--- src/rtl/txwalk_pkg.sv ---
package txwalk_pkg;
  localparam logic [7:0] FLAG_OWN = 8'h80;
  localparam logic [7:0] FLAG_ERR = 8'h40;
  localparam logic [7:0] FLAG_SOP = 8'h02;
  localparam logic [7:0] FLAG_EOP = 8'h01;
  localparam logic [7:0] FLAG_READY = FLAG_OWN | FLAG_SOP | FLAG_EOP;
  localparam logic [7:0] FLAG_HANDBACK = FLAG_READY & ~(FLAG_OWN | FLAG_ERR);

  localparam int DESC_STRIDE = 8;
  localparam int FLAG_OFS = 2;
  localparam int LEN_LO_OFS = 4;
  localparam int LEN_HI_OFS = 5;

  typedef enum logic [2:0] {
    MEM_NONE, MEM_RD_FLAG, MEM_RD_LEN_LO, MEM_RD_LEN_HI, MEM_RD_BUF, MEM_WR_FLAG
  } memOpT;

  typedef enum logic [2:0] {
    ST_IDLE, ST_READ_FLAGS, ST_READ_LEN, ST_STREAM, ST_WRITEBACK, ST_NEXT
  } walkStateT;

  typedef struct packed {
    logic  startScan;
    logic  advScan;
    logic  capLenLo;
    logic  capLenHi;
    logic  capByte;
    logic  advByte;
    logic  bumpSaved;
    memOpT memOp;
  } ctlStrobeT;

  typedef struct packed {
    logic flagReady;
    logic cntZero;
    logic lastByte;
    logic lapEnd;
  } dpStatusT;
endpackage

--- src/rtl/txwalk_ctrl.sv ---
module txwalk_ctrl
  import txwalk_pkg::*;
(
  input  logic       clk,
  input  logic       rstN,
  input  logic       demand,
  input  logic       stopReq,
  input  logic       txReady,
  input  dpStatusT   status,
  output ctlStrobeT  stb,
  output logic       txValid,
  output logic       txDone
);
  walkStateT state, nState;
  logic [1:0] sub, nSub;

  always_ff @(posedge clk) begin
    if (!rstN) begin
      state <= ST_IDLE;
      sub   <= 2'd0;
    end else begin
      state <= nState;
      sub   <= nSub;
    end
  end

  always_comb begin
    stb     = '0;
    nState  = state;
    nSub    = sub;
    txValid = 1'b0;
    txDone  = 1'b0;
    case (state)
      ST_IDLE: begin
        if (demand && !stopReq) begin
          stb.startScan = 1'b1;
          nState = ST_READ_FLAGS;
          nSub   = 2'd0;
        end
      end
      ST_READ_FLAGS: begin
        if (sub == 2'd0) begin
          stb.memOp = MEM_RD_FLAG;
          nSub = 2'd1;
        end else begin
          nSub   = 2'd0;
          nState = status.flagReady ? ST_READ_LEN : ST_NEXT;
        end
      end
      ST_READ_LEN: begin
        case (sub)
          2'd0: begin
            stb.memOp = MEM_RD_LEN_LO;
            nSub = 2'd1;
          end
          2'd1: begin
            stb.capLenLo = 1'b1;
            stb.memOp = MEM_RD_LEN_HI;
            nSub = 2'd2;
          end
          default: begin
            stb.capLenHi = 1'b1;
            nSub   = 2'd0;
            nState = ST_STREAM;
          end
        endcase
      end
      ST_STREAM: begin
        case (sub)
          2'd0: begin
            if (status.cntZero) begin
              nState = ST_WRITEBACK;
            end else begin
              stb.memOp = MEM_RD_BUF;
              nSub = 2'd1;
            end
          end
          2'd1: begin
            stb.capByte = 1'b1;
            nSub = 2'd2;
          end
          default: begin
            txValid = 1'b1;
            if (txReady) begin
              nSub = 2'd0;
              if (status.lastByte) nState = ST_WRITEBACK;
              else stb.advByte = 1'b1;
            end
          end
        endcase
      end
      ST_WRITEBACK: begin
        stb.memOp     = MEM_WR_FLAG;
        stb.bumpSaved = 1'b1;
        txDone        = 1'b1;
        nState        = ST_NEXT;
      end
      ST_NEXT: begin
        nSub = 2'd0;
        if (status.lapEnd) begin
          nState = ST_IDLE;
        end else begin
          stb.advScan = 1'b1;
          nState = ST_READ_FLAGS;
        end
      end
      default: nState = ST_IDLE;
    endcase
  end

  assert_idle_quiet_R1: assert property (@(posedge clk) disable iff (!rstN)
    (state == ST_IDLE) |-> (!txValid && stb.memOp == MEM_NONE));

  assert_done_single_R7: assert property (@(posedge clk) disable iff (!rstN)
    txDone |=> !txDone);

  assert_stop_blocks_R10: assert property (@(posedge clk) disable iff (!rstN)
    (state == ST_IDLE && stopReq) |=> (state == ST_IDLE));
endmodule

--- src/rtl/txwalk_dp.sv ---
module txwalk_dp
  import txwalk_pkg::*;
#(
  parameter int RING_LOG   = 4,
  parameter int ADDR_W     = 16,
  parameter int SLOT_BYTES = 1544,
  parameter int DESC_BASE  = 0,
  parameter int BUF_BASE   = 256
)(
  input  logic              clk,
  input  logic              rstN,
  input  ctlStrobeT         stb,
  input  logic [7:0]        memRdata,
  output logic              memEn,
  output logic              memWe,
  output logic [ADDR_W-1:0] memAddr,
  output logic [7:0]        memWdata,
  output logic [7:0]        txData,
  output logic              txLast,
  output dpStatusT          status
);
  localparam int CNT_W = $clog2(SLOT_BYTES + 1);
  localparam logic [15:0] SLOT_LIMIT = 16'(SLOT_BYTES);

  logic [RING_LOG-1:0] savedIdx, scanIdx, endIdx, nextScan;
  logic [7:0]          lenLo, holdByte;
  logic [CNT_W-1:0]    cnt, byteIdx;
  logic                errFlag;
  logic [15:0]         rawLen, negLen;
  logic [ADDR_W-1:0]   descAddr, bufAddr;

  assign nextScan = scanIdx + 1'b1;
  assign rawLen   = {memRdata, lenLo};
  assign negLen   = ~rawLen + 16'd1;

  always_ff @(posedge clk) begin
    if (!rstN) begin
      savedIdx <= '0;
      scanIdx  <= '0;
      endIdx   <= '0;
      lenLo    <= '0;
      holdByte <= '0;
      cnt      <= '0;
      byteIdx  <= '0;
      errFlag  <= 1'b0;
    end else begin
      if (stb.startScan) begin
        scanIdx <= savedIdx;
        endIdx  <= savedIdx - 1'b1;
      end
      if (stb.advScan) scanIdx <= nextScan;
      if (stb.capLenLo) lenLo <= memRdata;
      if (stb.capLenHi) begin
        byteIdx <= '0;
        if (negLen > SLOT_LIMIT) begin
          cnt     <= CNT_W'(SLOT_BYTES);
          errFlag <= 1'b1;
        end else begin
          cnt     <= CNT_W'(negLen);
          errFlag <= 1'b0;
        end
      end
      if (stb.capByte) holdByte <= memRdata;
      if (stb.advByte) byteIdx <= byteIdx + 1'b1;
      if (stb.bumpSaved) savedIdx <= savedIdx + 1'b1;
    end
  end

  assign descAddr = ADDR_W'(DESC_BASE) + ADDR_W'(scanIdx) * ADDR_W'(DESC_STRIDE);
  assign bufAddr  = ADDR_W'(BUF_BASE) + ADDR_W'(scanIdx) * ADDR_W'(SLOT_BYTES)
                  + ADDR_W'(byteIdx);

  always_comb begin
    memAddr  = '0;
    memWdata = '0;
    case (stb.memOp)
      MEM_RD_FLAG:   memAddr = descAddr + ADDR_W'(FLAG_OFS);
      MEM_RD_LEN_LO: memAddr = descAddr + ADDR_W'(LEN_LO_OFS);
      MEM_RD_LEN_HI: memAddr = descAddr + ADDR_W'(LEN_HI_OFS);
      MEM_RD_BUF:    memAddr = bufAddr;
      MEM_WR_FLAG: begin
        memAddr  = descAddr + ADDR_W'(FLAG_OFS);
        memWdata = FLAG_HANDBACK | (errFlag ? FLAG_ERR : 8'h00);
      end
      default: memAddr = '0;
    endcase
  end

  assign memEn = (stb.memOp != MEM_NONE);
  assign memWe = (stb.memOp == MEM_WR_FLAG);

  assign txData = holdByte;
  assign txLast = ({1'b0, byteIdx} + 1'b1) == {1'b0, cnt};

  assign status.flagReady = (memRdata == FLAG_READY);
  assign status.cntZero   = (cnt == '0);
  assign status.lastByte  = txLast;
  assign status.lapEnd    = (nextScan == endIdx);

  assert_count_bound_R9: assert property (@(posedge clk) disable iff (!rstN)
    cnt <= CNT_W'(SLOT_BYTES));

  assert_buf_in_range_R5: assert property (@(posedge clk) disable iff (!rstN)
    (stb.memOp == MEM_RD_BUF) |-> (byteIdx < cnt));

  assert_saved_step_R8: assert property (@(posedge clk) disable iff (!rstN)
    stb.bumpSaved |=> (savedIdx == $past(savedIdx) + 1'b1));
endmodule

--- src/rtl/txring_walker.sv ---
module txring_walker
  import txwalk_pkg::*;
#(
  parameter int RING_LOG   = 4,
  parameter int ADDR_W     = 16,
  parameter int SLOT_BYTES = 1544,
  parameter int DESC_BASE  = 0,
  parameter int BUF_BASE   = 256
)(
  input  logic              clk,
  input  logic              rstN,
  input  logic              demand,
  input  logic              stopReq,
  output logic              memEn,
  output logic              memWe,
  output logic [ADDR_W-1:0] memAddr,
  output logic [7:0]        memWdata,
  input  logic [7:0]        memRdata,
  output logic              txValid,
  output logic [7:0]        txData,
  output logic              txLast,
  input  logic              txReady,
  output logic              txDone
);
  ctlStrobeT stb;
  dpStatusT  status;

  txwalk_ctrl uCtrl (
    .clk(clk), .rstN(rstN), .demand(demand), .stopReq(stopReq),
    .txReady(txReady), .status(status), .stb(stb),
    .txValid(txValid), .txDone(txDone)
  );

  txwalk_dp #(
    .RING_LOG(RING_LOG), .ADDR_W(ADDR_W), .SLOT_BYTES(SLOT_BYTES),
    .DESC_BASE(DESC_BASE), .BUF_BASE(BUF_BASE)
  ) uDp (
    .clk(clk), .rstN(rstN), .stb(stb), .memRdata(memRdata),
    .memEn(memEn), .memWe(memWe), .memAddr(memAddr), .memWdata(memWdata),
    .txData(txData), .txLast(txLast), .status(status)
  );

  assert_stall_hold_R6: assert property (@(posedge clk) disable iff (!rstN)
    (txValid && !txReady) |=> (txValid && $stable(txData) && $stable(txLast)));

  assert_done_writes_R7: assert property (@(posedge clk) disable iff (!rstN)
    txDone |-> (memEn && memWe));
endmodule

--- config.mk ---
export PLATFORM = sky130hd
export DESIGN_NAME = txring_walker
export DESIGN_NICKNAME = d
export VERILOG_FILES = /design/src/rtl/txwalk_pkg.sv /design/src/rtl/txwalk_ctrl.sv /design/src/rtl/txwalk_dp.sv /design/src/rtl/txring_walker.sv
export SDC_FILE = /design/constraint.sdc
export NUM_CORES = 1
export LEC_CHECK = 0
export BUFFER_PORTS_ARGS = -buffer_cell sky130_fd_sc_hd__buf_2
export CAP_MARGIN = 20
export CORE_ASPECT_RATIO = 2
export CORE_MARGIN = 2
export CORE_UTILIZATION = 30
export CTS_CLUSTER_DIAMETER = 60
export DETAILED_ROUTE_END_ITERATION = 7
export SETUP_SLACK_MARGIN = 0.5
export SLEW_MARGIN = 25
export SYNTH_ARGS = -nofsm -noshare
export SYNTH_HDL_FRONTEND = slang
export SYNTH_SLANG_ARGS = --single-unit
--- constraint.sdc ---
create_clock -name clk -period 2.56 [get_ports clk]
set_input_delay 0.384 -clock clk [delete_from_list [all_inputs] [get_ports clk]]
set_output_delay 0.384 -clock clk [all_outputs]
set_load 0.01 [all_outputs]
-- Word level (Yosys, flattened, before mapping)
Index checks and enable logic that the tools add are counted.
W data, S select, Z words.
- divide/modulo/power cells: 0
- multiplexer cells: 44
- reduce and logical (&&, ||, !) cells: 13
- shifts and indexed selects: 0
- equal/unequal tests: 23
- bitwise operators: 1
- order comparisons: 1
- $mul: 1
- add/subtract/negate cells: 11
- operators by type and width (cell ; number):
    $pmux W16 S4 ; 1
    $mux W11 ; 3
    $mux W3 ; 9
    $pmux W3 S6 ; 1
    $add A16 B1 Y16 const B ; 1
    $add A16 B11 Y16 ; 1
    $add A7 B3 Y8 const B ; 2
    $add A9 B15 Y16 const A ; 1
    $gt A16 B11 Y1 const B ; 1
    $not A16 Y16 ; 1
    $mux W1 ; 15
    $add A11 B1 Y12 const B ; 1
    $eq A12 B11 Y1 ; 1
    $eq A3 B2 Y1 const B ; 4
    $eq A3 B3 Y1 const B ; 4
    $mul A4 B8 Y12 const B ; 1
    $pmux W2 S2 ; 3
    $pmux W3 S4 ; 1
    $add A11 B1 Y11 const B ; 1
    $logic_not A11 Y1 ; 1
    $mux W2 ; 5
    $pmux W2 S5 ; 1
    $add A4 B1 Y4 const B ; 2
    $add A7 B2 Y8 const B ; 1
    24 further kinds ; 32
- bits of input ports: 13
- latch bits: 0
- RAM bits: 0
- memories: 0
- flip-flop bits (word level): 56
- word-level logic and storage cells: 104
- ROM bits: 0

-- Depth between registers and ports, before layout
Gate-level depths: netlist of run 1.
- word-level depth: 7
- mapped depth: 10

-- By module
Synthesis of run 1 repeated with hierarchy kept, for this count alone.
- cell total of the unflattened synthesis: 517
- area, all modules: 4275.4 µm²
- modules (own cells, without submodules) (module ; times used ; seq. area each (µm²) ; area an instance (µm²) ; cells each):
    txwalk_dp ; 1 ; 1021.0 ; 3731.1 ; 442
    txwalk_ctrl ; 1 ; 100.1 ; 544.3 ; 75

-- Worst setup path after synthesis of run 1
No wires, ideal clock.
- kind: reg2out
- start point: reg uDp.scanIdx[0]
- end point: out memAddr[13]
- required time: 2.176 ns
- cell stages (with the launch flop): 11
- path slack: -0.274 ns
- arrival: 2.450 ns
- buffers on the path: 0
- path through: dfxtp_1 > ha_1 > ha_1 > ha_1 > nor4bb_1 > a21o_1 > a311oi_1 > nor2b_1 > o21a_1 > xnor2_1 > nor2_1
- longest elaborated chain between the ends: 4
- ends and longest elaborated chain (item ; RTL line ; source):
    start: declaration ; txwalk_dp.sv:25 ; logic [RING_LOG-1:0] savedIdx, scanIdx, endIdx, nextScan;
    start signal: assignment ; txwalk_dp.sv:48 ; scanIdx <= savedIdx;
    start signal: assignment ; txwalk_dp.sv:51 ; if (stb.advScan) scanIdx <= nextScan;
    $mul A4 B8 Y12 ; txwalk_dp.sv:70 ; assign bufAddr = ADDR_W'(BUF_BASE) + ADDR_W'(scanIdx) * ADDR_W'(SLOT_BYTES)
    $add A9 B15 Y16 ; txwalk_dp.sv:70 ;
    $add A16 B11 Y16 ; txwalk_dp.sv:71 ; + ADDR_W'(byteIdx);
    $pmux W16 S4 ; txwalk_dp.sv:76 ; case (stb.memOp)
    end: declaration ; txring_walker.sv:16 ; output logic [ADDR_W-1:0] memAddr,
Every way passes these cells.

-- Worst setup path after layout of run 1
- start point: reg uDp.scanIdx[1]
- end point: out memAddr[13]
Same word-level chain as after synthesis.

==> out/metrics.yaml, run 1 <==
peakVddDrop_uv: 332
ys_seq_area_frac: 0.276
synth_top_cell_by_area: "dfxtp_1"
ios: 50
hold_class: "in -> reg"
async_flop_share: 0
critPathLaunchType: "flip-flop"
ys.flop_type: "dfxtp_1"
firstDrtPassIters: 4
setup_slack_ps: -405
cts-buffers-inserted: 5
violations: "negative setup slack"
grt_max_degree: 32
synth.area.top_cells: "dfxtp_1 (28%), ha_1 (8.0%), xnor2_1 (6.0%), nor2_1 (5.1%), mux2i_1 (4.9%)"
place_congestion: 0.942
ys_types: 76
fp.dieH_um: 169
grtUsageTotal: 0.163
cts_tree: "done"
finalMaxSlewViolations: 0
crit_chain: "ha_4 -> ha_4 -> ha_4 -> nor4bb_1 -> a21o_1 -> a311oi_2 -> nor2b_1 -> o21a_1 -> xnor2_1 -> nor2_1 -> buf_2"
cts_buffer_depth: 2
cts_sinks: 56
area_growth_pct: 43.1
wl_met2_um: 6820
ff2ff_setup_slack_ps: 110
wl_met3_um: 417
slowest_delay_ps: 370
grt_pass1_wl_um: 19300
dp_hpwl_um: 8660
synth_top_area_share: 0.276
die-area_um2: 14600
core_region_area_um2: 13400
min_period_ps: 2970
layout_commonest_cell: "buf_4"
antenna_cells: 0
ant_nets: 0
power_density_nw_per_um2: 335
nets: 634
fin_worst_skew_ps: 8.34
maxUsedRoutingLayer: "met4"
finalHoldViolCount: 0
maxSlewHeadroom: 0.655
worstSetupPathType: "reg -> out"
layout_common_cells: "buf_4 (58), nor2_1 (53), buf_2 (44), nand2_1 (32), dfxtp_1 (32)"
r2r_cells: 12
synth-edff-count: 0
ys_warn_count: 0
grt_pass1_vias: 4014
h-tree-depth: 2
drcViolationCount: 0
drtIter0Drc: 245
drive_gt1_frac: 0.424
antenna_found_initial: 0
die_w_um: 86.3
crit_path_max_fanout: 4
dp_slack_ps: -73.9
viasPerCell: 5.39
min_to: "uDp.txData[7]"
routedWlPerCell_um: 16.3
ys_seq_elements: 56
cpMostUsedCell: "ha_4"
io_buffers: 44
leakage_nw: 2.55
synth_area_um2: 4070
rsz0062_at_grt: "true"
syn_inst: 490
synth_area_per_cell_um2: 8.30
wirelength_um: 12200
root_buffer: "clkbuf_16"
final.period_utilization: 1.16
wl_met1_um: 4420
cap_violations: 0
required_ps: 2180
min-delay-start: "memRdata[7]"
finalSetupViolations: 8
max_freq_mhz: 337
total_power_w: 0.00195
tns_ps: -2110
hold_depth: 3
row_count: 60
tightest_slew_ps: 516
crit_arrival_ps: 2580
cp_slowest_cell: "dfxtp_4"
reg2reg_to: "uDp.byteIdx[5]"
clock_latency_ps: 300
status: "finished with violations"
r2r_start: "uDp.byteIdx[1]"
grt_overflow: 0
cp-end-kind: "primary output"
hold_buffers: 0
vias: 4046
initial_utilization: 0.304
clk_pin_slew_worst_paths_ps: 80
==> routing by layer <==
layer	up-vias	track usage
li1	1962	-
met1	1931	0.168
met2	115	0.315
met3	38	0.0176
met4	0	0.0768
met5	-	0
==> cell families (layout without fill, tap and decap cells) <==
family / after synthesis / count (layout) / synth area share
mux: 21 / 21 / 0.0520
other cells: 1 / 5 / 0.000922
xor+xnor: 44 / 44 / 0.0948
simple gates: 182 / 182 / 0.238
flops: 56 / 56 / 0.276
fa+ha+maj: 27 / 27 / 0.0849
buf+inv: 48 / 149 / 0.0538
compound gates: 111 / 111 / 0.200
==> flip-flops by register name (all words and copies together) (netlist names) <==
register      flops
uDp.savedIdx      4
uDp.scanIdx       4
uCtrl.sub         2
uDp.errFlag       1
uDp.endIdx        4
uDp.cnt          11
uDp.lenLo         8
uDp.byteIdx      11
uCtrl.state       3
uDp.txData        8
==> synth_stat cells (10+ instances only) <==
cell type	n
inv_1	15
clkbuf_1	17
o21ai_0	28
nor2b_1	12
nor3_1	15
nand2_1	36
xnor2_1	28
nor2_1	55
mux2i_1	20
xor2_1	16
ha_1	26
dfxtp_1	56
nand3_1	10
a21oi_1	25
==> power by group <==
| group | leakage (nW) | switching [W] | total, W | internal, W |
|---|---|---|---|---|
| combinational | 2.00 | 0.000195 | 0.000330 | 0.000136 |
| clock | 0.0777 | 0.000335 | 0.000727 | 0.000392 |
| sequential | 0.468 | 0.0000166 | 0.000891 | 0.000874 |
==> worst max-delay path: cells and delay by family, from the launching register on <==
kind	cells	cell delay [ps]
XOR/XNOR	1	120
flip-flops	1	370
AO/OA/AOI/OAI	3	610
buffers and inverters	1	130
adder cells (fa/ha/maj)	3	720
AND/OR/NAND/NOR	3	320
==> what timing repair did <==
action,CTS,global route
cloned,1,1
buffers inserted,29,11
endpoints found under the setup margin,45,50
resized for setup,71,58
pin swaps,37,31
==> metrics by stage <==
step	instance area [µm²]	instances	util	hold WS, ps
finish	5820	750	0.436	410
global route	5820	750	0.436	440
detailed placement	4810	700	0.360	483
CTS	5480	738	0.410	406
floorplan	4250	494	-	463
global placement	4810	700	0.360	473
==> how the worst max path moves through the flow <==
stage,startpoint,end,slack (ps),cells after the start
global route,uDp.scanIdx[0],memAddr[15],-520,10
CTS,uDp.scanIdx[1],memAddr[13],-400,11
finish,uDp.scanIdx[1],memAddr[13],-410,11
floorplan,uDp.scanIdx[0],memAddr[13],70,10
global placement,uDp.scanIdx[1],memAddr[14],-40,11
detailed placement,uDp.scanIdx[1],memAddr[13],-70,11
==> final cells by class <==
class / instances / area, µm²
multi-input combinational: 390 / 3290
timing repair buffer: 125 / 948
fill: 1262 / 7540
clock buffer: 6 / 139
tap: 155 / 194
inverter: 16 / 60.1
sequential: 56 / 1180
clock inverter: 2 / 12.5
Power figures use the tool's default switching activity.
==> inputs of run 2 (changes only) <==
--- a/config.mk
+++ b/config.mk
@@ -5,6 +5,7 @@
 export SDC_FILE = /design/constraint.sdc
 export NUM_CORES = 1
 export LEC_CHECK = 0
+export ABC_CLOCK_PERIOD_IN_PS = 2560
 export BUFFER_PORTS_ARGS = -buffer_cell sky130_fd_sc_hd__buf_2
 export CAP_MARGIN = 20
 export CORE_ASPECT_RATIO = 2
@@ -12,6 +13,7 @@
 export CORE_UTILIZATION = 30
 export CTS_CLUSTER_DIAMETER = 60
 export DETAILED_ROUTE_END_ITERATION = 7
+export PLACE_DENSITY_LB_ADDON = 0.2
 export SETUP_SLACK_MARGIN = 0.5
 export SLEW_MARGIN = 25
 export SYNTH_ARGS = -nofsm -noshare
==> run 2 against run 1 <==
Against the previous run: the run still ends with negative setup slack left; die area unchanged; largest cell class unchanged; clock skew decreased by 2.7 ps; critical endpoint is now memAddr[14]; first-iteration DRC count shrank 41%; fmax is 1.7% higher; combinational power fell by 3%; largest power group unchanged; cell area decreased by 0.17%; via count is 0.30% lower; utilization fell by 0.075 points; critical path depth unchanged; register-to-register slack worse by 80 ps; sequential share of layout area shrank 0.16 points.
==> out/metrics.yaml, run 2 (same netlist as run 1, synthesis figures left out) <==
p_clk_frac: 0.363
peakVddDrop_uv: 297
cts_buffer_depth: 2
wl_met1_um: 4260
clk_pin_slew_worst_paths_ps: 70
hold_class: "in -> reg"
setup_slack_ps: -355
core_region_area_um2: 13400
routedWlPerCell_um: 16.9
required_ps: 2180
die_w_um: 86.3
grt_max_degree: 27
cts-buffers-inserted: 5
finalInstanceArea_um2: 5810
initial_utilization: 0.304
ios: 50
io_buffers: 44
r2r_start: "uDp.byteIdx[1]"
antenna_cells: 0
grtUsageTotal: 0.179
crit_path_max_fanout: 3
drtIter0Drc: 145
final.period_utilization: 1.14
maxUsedRoutingLayer: "met4"
postPlaceCellArea_um2: 4930
row_count: 60
drive_gt1_frac: 0.418
vias: 4034
p_int_w: 0.00137
max_freq_mhz: 343
wl_met3_um: 305
viasPerCell: 5.34
violations: "negative setup slack"
drcViolationCount: 0
finalSetupViolations: 9
rsz0062_at_grt: "true"
wl_met2_um: 7500
worstSetupPathType: "reg -> out"
h-tree-depth: 2
nFillCells: 1335
power_switching_w: 0.000535
power_density_nw_per_um2: 328
top_regs: "uDp.byteIdx (11), uDp.cnt (11)"
fp.dieH_um: 169
setup.worst_path.start: "uDp.scanIdx[1]"
die-area_um2: 14600
ant_nets: 0
crit_arrival_ps: 2530
seq_power_share: 0.469
place_congestion: 0.895
area_growth_pct: 42.9
min-delay-start: "memRdata[7]"
layout_commonest_cell: "buf_4"
min_period_ps: 2910
utilization: 0.435
critPathLaunchType: "flip-flop"
dp_hpwl_um: 9650
grt_overflow: 0
finalHoldViolCount: 0
nets: 640
wirelength_um: 12700
firstDrtPassIters: 4
cp-end-kind: "primary output"
maxSlewHeadroom: 0.583
p_sw_frac: 0.281
grt_pass1_wl_um: 20800
status: "finished with violations"
tns_ps: -2030
clock_latency_ps: 300
cts_tree: "done"
finalMaxSlewViolations: 0
comb_power_share: 0.168
root_buffer: "clkbuf_16"
cts_sinks: 56
antenna_found_initial: 0
tightest_slew_ps: 625
layout_common_cells: "buf_4 (67), nor2_1 (55), buf_2 (43), dfxtp_1 (35), nand2_1 (32)"
grt_pass1_vias: 4211
cap_violations: 0
fin_worst_skew_ps: 5.64
leakage_nw: 2.51
-- run 2: cell count changes in the layout (fill, tap and decap cells not counted), sizes merged --
| cell | change |
|---|---|
| clkbuf | +1 |
| buf | +5 |
| inv | -1 |
-- run 2: final cells by class --
cell class / instances / area (µm²) / share of cell area
multi-input combinational: 390 / 3230 / 0.556
sequential: 56 / 1170 / 0.201
clock buffer: 6 / 129 / 0.0222
inverter: 16 / 65.1 / 0.0112
timing repair buffer: 131 / 1010 / 0.175
tap: 155 / 194 / 0.0334
clock inverter: 1 / 8.76 / 0.00151
-- run 2: path summary, 6_finish.rpt --
kind / to / slack [ps] / depth (start not counted)
setup / recovery: memAddr[14] / -350 / 11
hold / removal: uDp.txData[7] / 430 / 3
setup reg to reg: uDp.byteIdx[8] / 30 / 12
hold reg to reg: uDp.cnt[5] / 470 / 2
-- run 2: critical path, cell delays in order, from the launching register on --
cell and delay, ps:
dfxtp_2 350, ha_1 300, ha_2 200, fa_2 350, a21o_1 200, a21o_1 170
a21oi_2 170, o21ai_2 90, nand3_2 80, xor2_1 140, nor2_1 60, buf_2 130
-- run 2: what timing repair did --
| action | CTS | global route |
|---|---|---|
| setup buffers | 25 | 5 |
| pin swaps | 29 | 11 |
| setup endpoints to repair | 46 | 50 |
| hold buffers | 0 | 0 |
| gates cloned | 2 | 0 |
| gates resized for setup | 69 | 45 |
-- run 2: through the flow --
| stage | worst slack, ps | std cells | total power, W | hold WS, ps |
|---|---|---|---|---|
| 3_3_place_gp | -15.8 | 716 | 0.00120 | 480 |
| 3_5_place_dp | -43.1 | 716 | 0.00120 | 483 |
| 2_1_floorplan | 73.8 | 494 | 0.00111 | 463 |
| 5_1_grt | -499 | 755 | 0.00199 | 458 |
| 4_1_cts | -381 | 750 | 0.00192 | 425 |
| 6_report | -355 | 755 | 0.00191 | 426 |
-- run 2: per-layer routing --
layer | track usage | up-vias
met5 | 0 | -
met4 | 0.103 | 0
met3 | 0.0195 | 39
met2 | 0.357 | 87
met1 | 0.166 | 1926
li1 | - | 1982
-- run 2: power by group through the flow --
stage | clock [W] | combinational (W) | sequential, W
2_1_floorplan | 0 | 0.000195 | 0.000913
3_3_place_gp | 0 | 0.000280 | 0.000917
3_5_place_dp | 0 | 0.000283 | 0.000918
4_1_cts | 0.000712 | 0.000308 | 0.000896
5_1_grt | 0.000736 | 0.000354 | 0.000897
6_report | 0.000692 | 0.000320 | 0.000895
